## src/rtl/ptr_realign_pkg.sv

```systemverilog
package ptr_realign_pkg;
    localparam int unsigned CTL_W     = 4;
    localparam int unsigned REQ_BIT   = 3;
    localparam int unsigned OFS_W     = 3;
    localparam int unsigned EVT_W     = 8;
    localparam int unsigned ALIGN_BIT = 2;

    typedef enum logic [1:0] {
        PS_IDLE   = 2'd0,
        PS_HELD   = 2'd1,
        PS_PEND   = 2'd2,
        PS_ACTIVE = 2'd3
    } port_state_e;

    typedef struct packed {
        logic             req;
        logic [OFS_W-1:0] ofs;
    } ctl_field_t;

    function automatic ctl_field_t decode_ctl(input logic [CTL_W-1:0] w);
        ctl_field_t f;
        f.req = w[REQ_BIT];
        f.ofs = w[OFS_W-1:0];
        return f;
    endfunction

    function automatic int unsigned idx_width(input int unsigned n);
        return (n > 1) ? $clog2(n) : 1;
    endfunction
endpackage

```

## src/rtl/ptr_realign_port.sv

```systemverilog
module ptr_realign_port
    import ptr_realign_pkg::*;
(
    input  logic             clk,
    input  logic             rst,
    input  logic             wr_hit,
    input  ctl_field_t       wr_fld,
    input  logic             grant,
    input  logic             done_hit,
    output logic             ack,
    output logic             pend,
    output logic [OFS_W-1:0] ofs_q,
    output logic             err
);
    port_state_e st;
    logic        ofs_mis;

    assign ofs_mis = (wr_fld.ofs != ofs_q);
    assign ack     = (st != PS_IDLE);
    assign pend    = (st == PS_PEND);

    always_ff @(posedge clk) begin
        if (rst) begin
            st    <= PS_IDLE;
            ofs_q <= '0;
            err   <= 1'b0;
        end else begin
            err <= wr_hit && (st != PS_IDLE) && ofs_mis;
            unique case (st)
                PS_IDLE: begin
                    if (wr_hit && wr_fld.req) begin
                        st    <= PS_HELD;
                        ofs_q <= wr_fld.ofs;
                    end
                end
                PS_HELD: begin
                    if (wr_hit && !ofs_mis && !wr_fld.req) st <= PS_PEND;
                end
                PS_PEND: begin
                    if (grant) st <= PS_ACTIVE;
                end
                PS_ACTIVE: begin
                    if (done_hit) st <= PS_IDLE;
                end
                default: st <= PS_IDLE;
            endcase
        end
    end

    // acknowledge only rises after an accepted request write
    a_r2_ack_rise_on_req: assert property (@(posedge clk) disable iff (rst)
        $rose(ack) |-> $past(wr_hit && wr_fld.req));
    // acknowledge only falls on completion of this port
    a_r5_ack_fall_on_done: assert property (@(posedge clk) disable iff (rst)
        $fell(ack) |-> $past(done_hit));
    // an error write leaves the latched offset alone
    a_r7_err_keeps_ofs: assert property (@(posedge clk) disable iff (rst)
        err |-> (ofs_q == $past(ofs_q)));
    // a held request never reaches the arbiter without a release write
    a_r3_pend_needs_release: assert property (@(posedge clk) disable iff (rst)
        $rose(pend) |-> $past(wr_hit && !wr_fld.req));
endmodule

```

## src/rtl/ptr_realign_arb.sv

```systemverilog
module ptr_realign_arb #(
    parameter int unsigned NUM_PORTS = 2,
    parameter int unsigned IDX_W     = 1
) (
    input  logic                 clk,
    input  logic                 rst,
    input  logic [NUM_PORTS-1:0] pend,
    input  logic                 done_i,
    output logic [NUM_PORTS-1:0] grant,
    output logic                 busy_q,
    output logic [IDX_W-1:0]     cur_q,
    output logic                 done_ok
);
    logic             found;
    logic [IDX_W-1:0] sel;

    always_comb begin
        grant = '0;
        found = 1'b0;
        sel   = '0;
        for (int i = 0; i < NUM_PORTS; i++) begin
            if (!busy_q && pend[i] && !found) begin
                grant[i] = 1'b1;
                found    = 1'b1;
                sel      = IDX_W'(i);
            end
        end
    end

    assign done_ok = done_i && busy_q;

    always_ff @(posedge clk) begin
        if (rst) begin
            busy_q <= 1'b0;
            cur_q  <= '0;
        end else if (done_ok) begin
            busy_q <= 1'b0;
        end else if (found) begin
            busy_q <= 1'b1;
            cur_q  <= sel;
        end
    end

    // at most one port is started at a time
    a_r8_grant_onehot: assert property (@(posedge clk) disable iff (rst)
        $onehot0(grant));
    // the serviced port is held for the whole service
    a_r11_port_held: assert property (@(posedge clk) disable iff (rst)
        (busy_q && $past(busy_q)) |-> $stable(cur_q));
endmodule

```

## src/rtl/ptr_realign_evt.sv

```systemverilog
module ptr_realign_evt #(
    parameter int unsigned IDX_W = 1
) (
    input  logic             clk,
    input  logic             rst,
    input  logic             done_ok,
    input  logic [IDX_W-1:0] cur,
    input  logic             clr_hit,
    output logic             flag,
    output logic [IDX_W-1:0] port_q
);
    always_ff @(posedge clk) begin
        if (rst) begin
            flag   <= 1'b0;
            port_q <= '0;
        end else if (done_ok) begin
            flag   <= 1'b1;
            port_q <= cur;
        end else if (clr_hit) begin
            flag <= 1'b0;
        end
    end

    // completion always leaves the flag set, even against a clear
    a_r6_set_wins: assert property (@(posedge clk) disable iff (rst)
        $past(done_ok) |-> flag);
    // the flag only drops through a clearing write
    a_r6_sticky: assert property (@(posedge clk) disable iff (rst)
        $fell(flag) |-> $past(clr_hit));
endmodule

```

## src/rtl/ptr_realign_ctrl.sv

```systemverilog
module ptr_realign_ctrl
    import ptr_realign_pkg::*;
#(
    parameter int unsigned NUM_PORTS = 2,
    localparam int unsigned IDX_W    = idx_width(NUM_PORTS)
) (
    input  logic                       clk,
    input  logic                       rst,
    input  logic [NUM_PORTS-1:0]       ctl_wr_i,
    input  logic [NUM_PORTS*CTL_W-1:0] ctl_wdata_i,
    input  logic                       evt_wr_i,
    input  logic [EVT_W-1:0]           evt_wdata_i,
    input  logic                       done_i,
    output logic [NUM_PORTS-1:0]       ack_o,
    output logic                       realign_req_o,
    output logic [IDX_W-1:0]           realign_port_o,
    output logic [OFS_W-1:0]           realign_ofs_o,
    output logic                       aligned_flag_o,
    output logic [IDX_W-1:0]           aligned_port_o,
    output logic [NUM_PORTS-1:0]       proto_err_o
);
    logic [NUM_PORTS-1:0] pend;
    logic [NUM_PORTS-1:0] grant;
    logic                 busy_q;
    logic [IDX_W-1:0]     cur_q;
    logic                 done_ok;
    logic [OFS_W-1:0]     ofs_q [NUM_PORTS];

    for (genvar g = 0; g < NUM_PORTS; g++) begin : g_port
        ptr_realign_port u_port (
            .clk      (clk),
            .rst      (rst),
            .wr_hit   (ctl_wr_i[g]),
            .wr_fld   (decode_ctl(ctl_wdata_i[g*CTL_W +: CTL_W])),
            .grant    (grant[g]),
            .done_hit (done_ok && (cur_q == IDX_W'(g))),
            .ack      (ack_o[g]),
            .pend     (pend[g]),
            .ofs_q    (ofs_q[g]),
            .err      (proto_err_o[g])
        );
    end

    ptr_realign_arb #(
        .NUM_PORTS (NUM_PORTS),
        .IDX_W     (IDX_W)
    ) u_arb (
        .clk     (clk),
        .rst     (rst),
        .pend    (pend),
        .done_i  (done_i),
        .grant   (grant),
        .busy_q  (busy_q),
        .cur_q   (cur_q),
        .done_ok (done_ok)
    );

    ptr_realign_evt #(
        .IDX_W (IDX_W)
    ) u_evt (
        .clk     (clk),
        .rst     (rst),
        .done_ok (done_ok),
        .cur     (cur_q),
        .clr_hit (evt_wr_i && evt_wdata_i[ALIGN_BIT]),
        .flag    (aligned_flag_o),
        .port_q  (aligned_port_o)
    );

    assign realign_req_o  = busy_q;
    assign realign_port_o = cur_q;
    assign realign_ofs_o  = ofs_q[cur_q];

    // when port 0 was waiting, a new service starts with port 0
    a_r8_port_a_first: assert property (@(posedge clk) disable iff (rst)
        ($rose(realign_req_o) && $past(pend[0])) |-> (realign_port_o == '0));
    // offset presented to the FIFO is steady during service
    a_r11_ofs_steady: assert property (@(posedge clk) disable iff (rst)
        (realign_req_o && $past(realign_req_o)) |-> $stable(realign_ofs_o));
    // a stray done pulse raises no event
    a_r9_stray_done: assert property (@(posedge clk) disable iff (rst)
        (done_i && !realign_req_o) |=> !$rose(aligned_flag_o));
endmodule

```

## config.mk

```make
export PLATFORM = sky130hd
export DESIGN_NAME = ptr_realign_ctrl
export DESIGN_NICKNAME = d
export VERILOG_FILES = /design/src/rtl/ptr_realign_pkg.sv /design/src/rtl/ptr_realign_port.sv /design/src/rtl/ptr_realign_arb.sv /design/src/rtl/ptr_realign_evt.sv /design/src/rtl/ptr_realign_ctrl.sv
export SDC_FILE = /design/constraint.sdc
export NUM_CORES = 1
export LEC_CHECK = 0
export BUFFER_PORTS_ARGS = -buffer_cell sky130_fd_sc_hd__buf_2
export CAP_MARGIN = 10
export CORE_ASPECT_RATIO = 1.1
export CORE_MARGIN = 4
export CORE_UTILIZATION = 52
export DETAILED_ROUTE_END_ITERATION = 12
export GPL_TIMING_DRIVEN = 1
export PLACE_DENSITY_LB_ADDON = 0.2
export SETUP_SLACK_MARGIN = 0.02
export SLEW_MARGIN = 40
export SYNTH_ARGS = -nofsm -noshare
export SYNTH_HDL_FRONTEND = slang
export SYNTH_HIERARCHICAL = 1
export SYNTH_SLANG_ARGS = --single-unit
```

## constraint.sdc

```tcl
create_clock -name clk -period 3.6 [get_ports clk]
set_clock_uncertainty 0.05 [all_clocks]
set_input_delay 0.54 -clock clk [delete_from_list [all_inputs] [get_ports clk]]
set_output_delay 0.54 -clock clk [all_outputs]
set_load 0.005 [all_outputs]
```

==> flow_metrics.env <==
export IMPL_worstSetupPathType="register to output port"
export IMPL_ys_seq_area_share_pct=32.57
export IMPL_synth_fa_ha_area_share_pct=12.72
export IMPL_path_cells="mux2_2 > buf_2"
export IMPL_syn_inst=108
export IMPL_grt_pass1_vias=774
export IMPL_n_antenna_cell=0
export IMPL_ant_nets=0
export IMPL_r2r_end="g_port[0].u_port/st[0]"
export IMPL_min_to="u_evt/flag"
export IMPL_status="complete, no violations"
export IMPL_track_usage_pct=15.93
export IMPL_synth_largest_area_cell="dfxtp_1"
export IMPL_leakage_nw=0.5704
export IMPL_layout_drive_gt1_share_pct=29.41
export IMPL_relSlewSlack_pct=82.36
export IMPL_cts_made_buffers=3
export IMPL_avgRoutedWirePerCell_um=11.88
export IMPL_worstSetupStartpointType="register"
export IMPL_ys_ff_latch=16
export IMPL_yosysUniqueCellTypes=27
export IMPL_p_total_mw=0.7428
export IMPL_wl_met2_um=966
export IMPL_cts_tree="built"
export IMPL_drc=0
export IMPL_worstRegToRegCells=6
export IMPL_cts_sinks=16
export IMPL_start_util_pct=55.20
export IMPL_r2r_setup_slack_ps=1950
export IMPL_critical_path_required_ps=3010
export IMPL_syn_num_nets=140
export IMPL_endpoint_kind="output port"
export IMPL_ctsHoldBuffers=0
export IMPL_grt_overflow_total=0
export IMPL_postCtsSetupRepairBufs=0
export IMPL_port_buffers=25
export IMPL_worstReg2RegStart="g_port[0].u_port/st[0]"
export IMPL_period_share_pct=51.77
export IMPL_synth_area_leaders="dfxtp_1, ha_1, mux2i_1"
export IMPL_via_count=787
export IMPL_critPathMaxFanout=8
export IMPL_slew_viol_final=0
export IMPL_areaGrowthSynthToFinish_pct=17.94
export IMPL_min_period_ps=1864
export IMPL_clk_latency_ps=290
export IMPL_first_pass_iters=5
export IMPL_path_clk_slew_ps=90
export IMPL_grt_pass1_wl_um=3118
export IMPL_place_gp_congestion=0.7086
export IMPL_fp_coreArea_sq_um=1782
export IMPL_synth_area_sq_um=983.4
export IMPL_cts_resized=0
export IMPL_fp_row_count=16
export IMPL_htreeDepth=1
export IMPL_yosys_area_share_xor_xnor_pct=5.344
export IMPL_crit_slowest_cell="dfxtp_1"
export IMPL_max_freq_ghz=0.5365
export IMPL_hp_class="register to register"
export IMPL_min_from="u_evt/flag"
export IMPL_finalSetupViolCount=0
export IMPL_post_synth_top_area_fraction_pct=32.57
export IMPL_drt_iter0_drc=7
export IMPL_hold_worst_slack_ps=430.3
export IMPL_hold_viol=0
export IMPL_syn_area_per_cell_sq_um=9.106
export IMPL_avgViaCountPerCell=5.110
export IMPL_highest_layer="met4"
export IMPL_synthMuxAreaShare_pct=12.60
export IMPL_hold_depth=2
export IMPL_synth_simple_area_share_pct=23.54
export IMPL_final_setup_tns_ps=0
export IMPL_rsz0062_at_grt="false"
export IMPL_powerDensity_nw_per_um2=640.4
export IMPL_cp_arrival_ps=1270
export IMPL_ir_worst_vdd_v=0.0003677
export IMPL_synth_top_family_by_area="simple AND/OR/NAND/NOR gates"
export IMPL_clockRootBuffer="clkbuf_4"
export IMPL_io_pins=33
export IMPL_nets=169
export IMPL_dpl_hpwl_um=1502
export IMPL_route_met3_wl_um=54
export IMPL_yosysWarnings=6
export IMPL_critPathMaxStageDelay_ps=490
export IMPL_die_area_sq_um=2652
export IMPL_wl_met1_um=766
export IMPL_die_x_um=49.47
export IMPL_worst_slew_pin_slew_ps=261.9
export IMPL_clock_path_buffers=2
export IMPL_die_h_um=53.61
export IMPL_grt_max_degree=13
export IMPL_antenna_found_initial=0
export IMPL_synth_compound_area_share_pct=7.888
export IMPL_wl_um=1829
export IMPL_maxCapViolCount=0
-- cell usage after synthesis --
| cell | number |
|---|---|
| nor2b_1 | 1 |
| nand2_1 | 8 |
| a21oi_1 | 1 |
| and2_0 | 2 |
| a21o_1 | 2 |
| mux2i_1 | 9 |
| dfxtp_1 | 16 |
| and2_1 | 2 |
| ha_1 | 10 |
| nor3b_1 | 1 |
| o21ai_0 | 2 |
| o221a_1 | 2 |
| nor3b_2 | 2 |
| nand3_1 | 4 |
| mux2_2 | 3 |
| buf_4 | 1 |
| and2b_2 | 1 |
| xnor2_1 | 6 |
| nand2b_1 | 4 |
| and2_2 | 1 |
| a21oi_2 | 2 |
| inv_1 | 12 |
| nand4_1 | 2 |
| nor3_1 | 2 |
| a211oi_1 | 1 |
| and4_2 | 2 |
| nor2_1 | 9 |
-- final cells by class --
type / count / area, sq um
Fill cell: 164 / 621.8
Multi-Input combinational cell: 79 / 610.6
Sequential cell: 16 / 320.3
Timing Repair Buffer: 25 / 125.1
Inverter: 12 / 45.04
Clock buffer: 4 / 36.28
Tap cell: 18 / 22.52
-- logic make-up after synthesis --
family	count (synthesis)
DFF	16
AOI/OAI and AO/OA	10
buffers and inverters	13
and+or+nand+nor	41
xor gates and xnor gates	6
adders and majority gates	10
muxes	12
-- layer usage --
layer  vias up  GRT usage, %
li1        417             -
met2        14         30.58
met1       351         16.10
met3         5         3.324
met4         0         9.677
met5         -             0
-- critical path, delay by kind of cell (launching register included) --
family | cells | cell delay, ps
flops | 1 | 490
mux | 1 | 380
buf+inv | 1 | 130
-- power breakdown --
group	switching [mW]	leakage [nW]	total (mW)	internal, mW
Clock	0.0587	0.0210	0.120	0.0616
Sequential	0.0422	0.131	0.261	0.219
Combinational	0.184	0.419	0.362	0.177
Total	0.285	0.570	0.743	0.457
-- through the flow --
step           util [%]  setup slack, ps  std cells  instance area [sq um]
4_1_cts           65.10             1717        154                   1160
2_1_floorplan         -             2013        108                  983.4
3_5_place_dp      63.06             1814        150                   1124
3_3_place_gp      63.06             1846        150                   1124
6_report          65.10             1736        154                   1160
5_1_grt           65.10             1650        154                   1160
-- layout by cell type, fill, tap and decap left out, types with 2 or more instances in the layout --
cell type / count
dfxtp_1: 16
and2_0: 2
nor2_1: 9
nand3_1: 4
nand2b_1: 4
xnor2_1: 6
and2_1: 2
ha_1: 10
inv_1: 12
mux2_2: 3
a21oi_2: 2
nor3b_2: 2
nor3_1: 2
o21ai_0: 2
nand2_1: 8
mux2i_1: 9
clkbuf_4: 3
nand4_1: 2
buf_2: 25
a21o_1: 2
and4_2: 2
o221a_1: 2
-- worst max path at each step --
stage	start	end	slack [ps]	cells after the start
after floorplan	done_i	g_port[0].u_port/st[0]	2010	6
after global placement	done_i	g_port[1].u_port/st[0]	1850	7
after detailed placement	done_i	g_port[1].u_port/st[0]	1810	7
after CTS	u_arb/cur_q	realign_ofs_o[2]	1720	2
after global routing	u_arb/cur_q	realign_ofs_o[2]	1650	2
final	u_arb/cur_q	realign_ofs_o[2]	1740	2
-- registers in the layout, indices dropped and copies added, names as in the netlist --
| signal | flops |
|---|---|
| g_port.u_port/st | 4 |
| u_arb/cur_q | 1 |
| u_arb/busy_q | 1 |
| g_port.u_port/ofs_q | 6 |
| u_evt/port_q | 1 |
| g_port.u_port/err | 2 |
| u_evt/flag | 1 |
(Power assumes the default switching activity.)
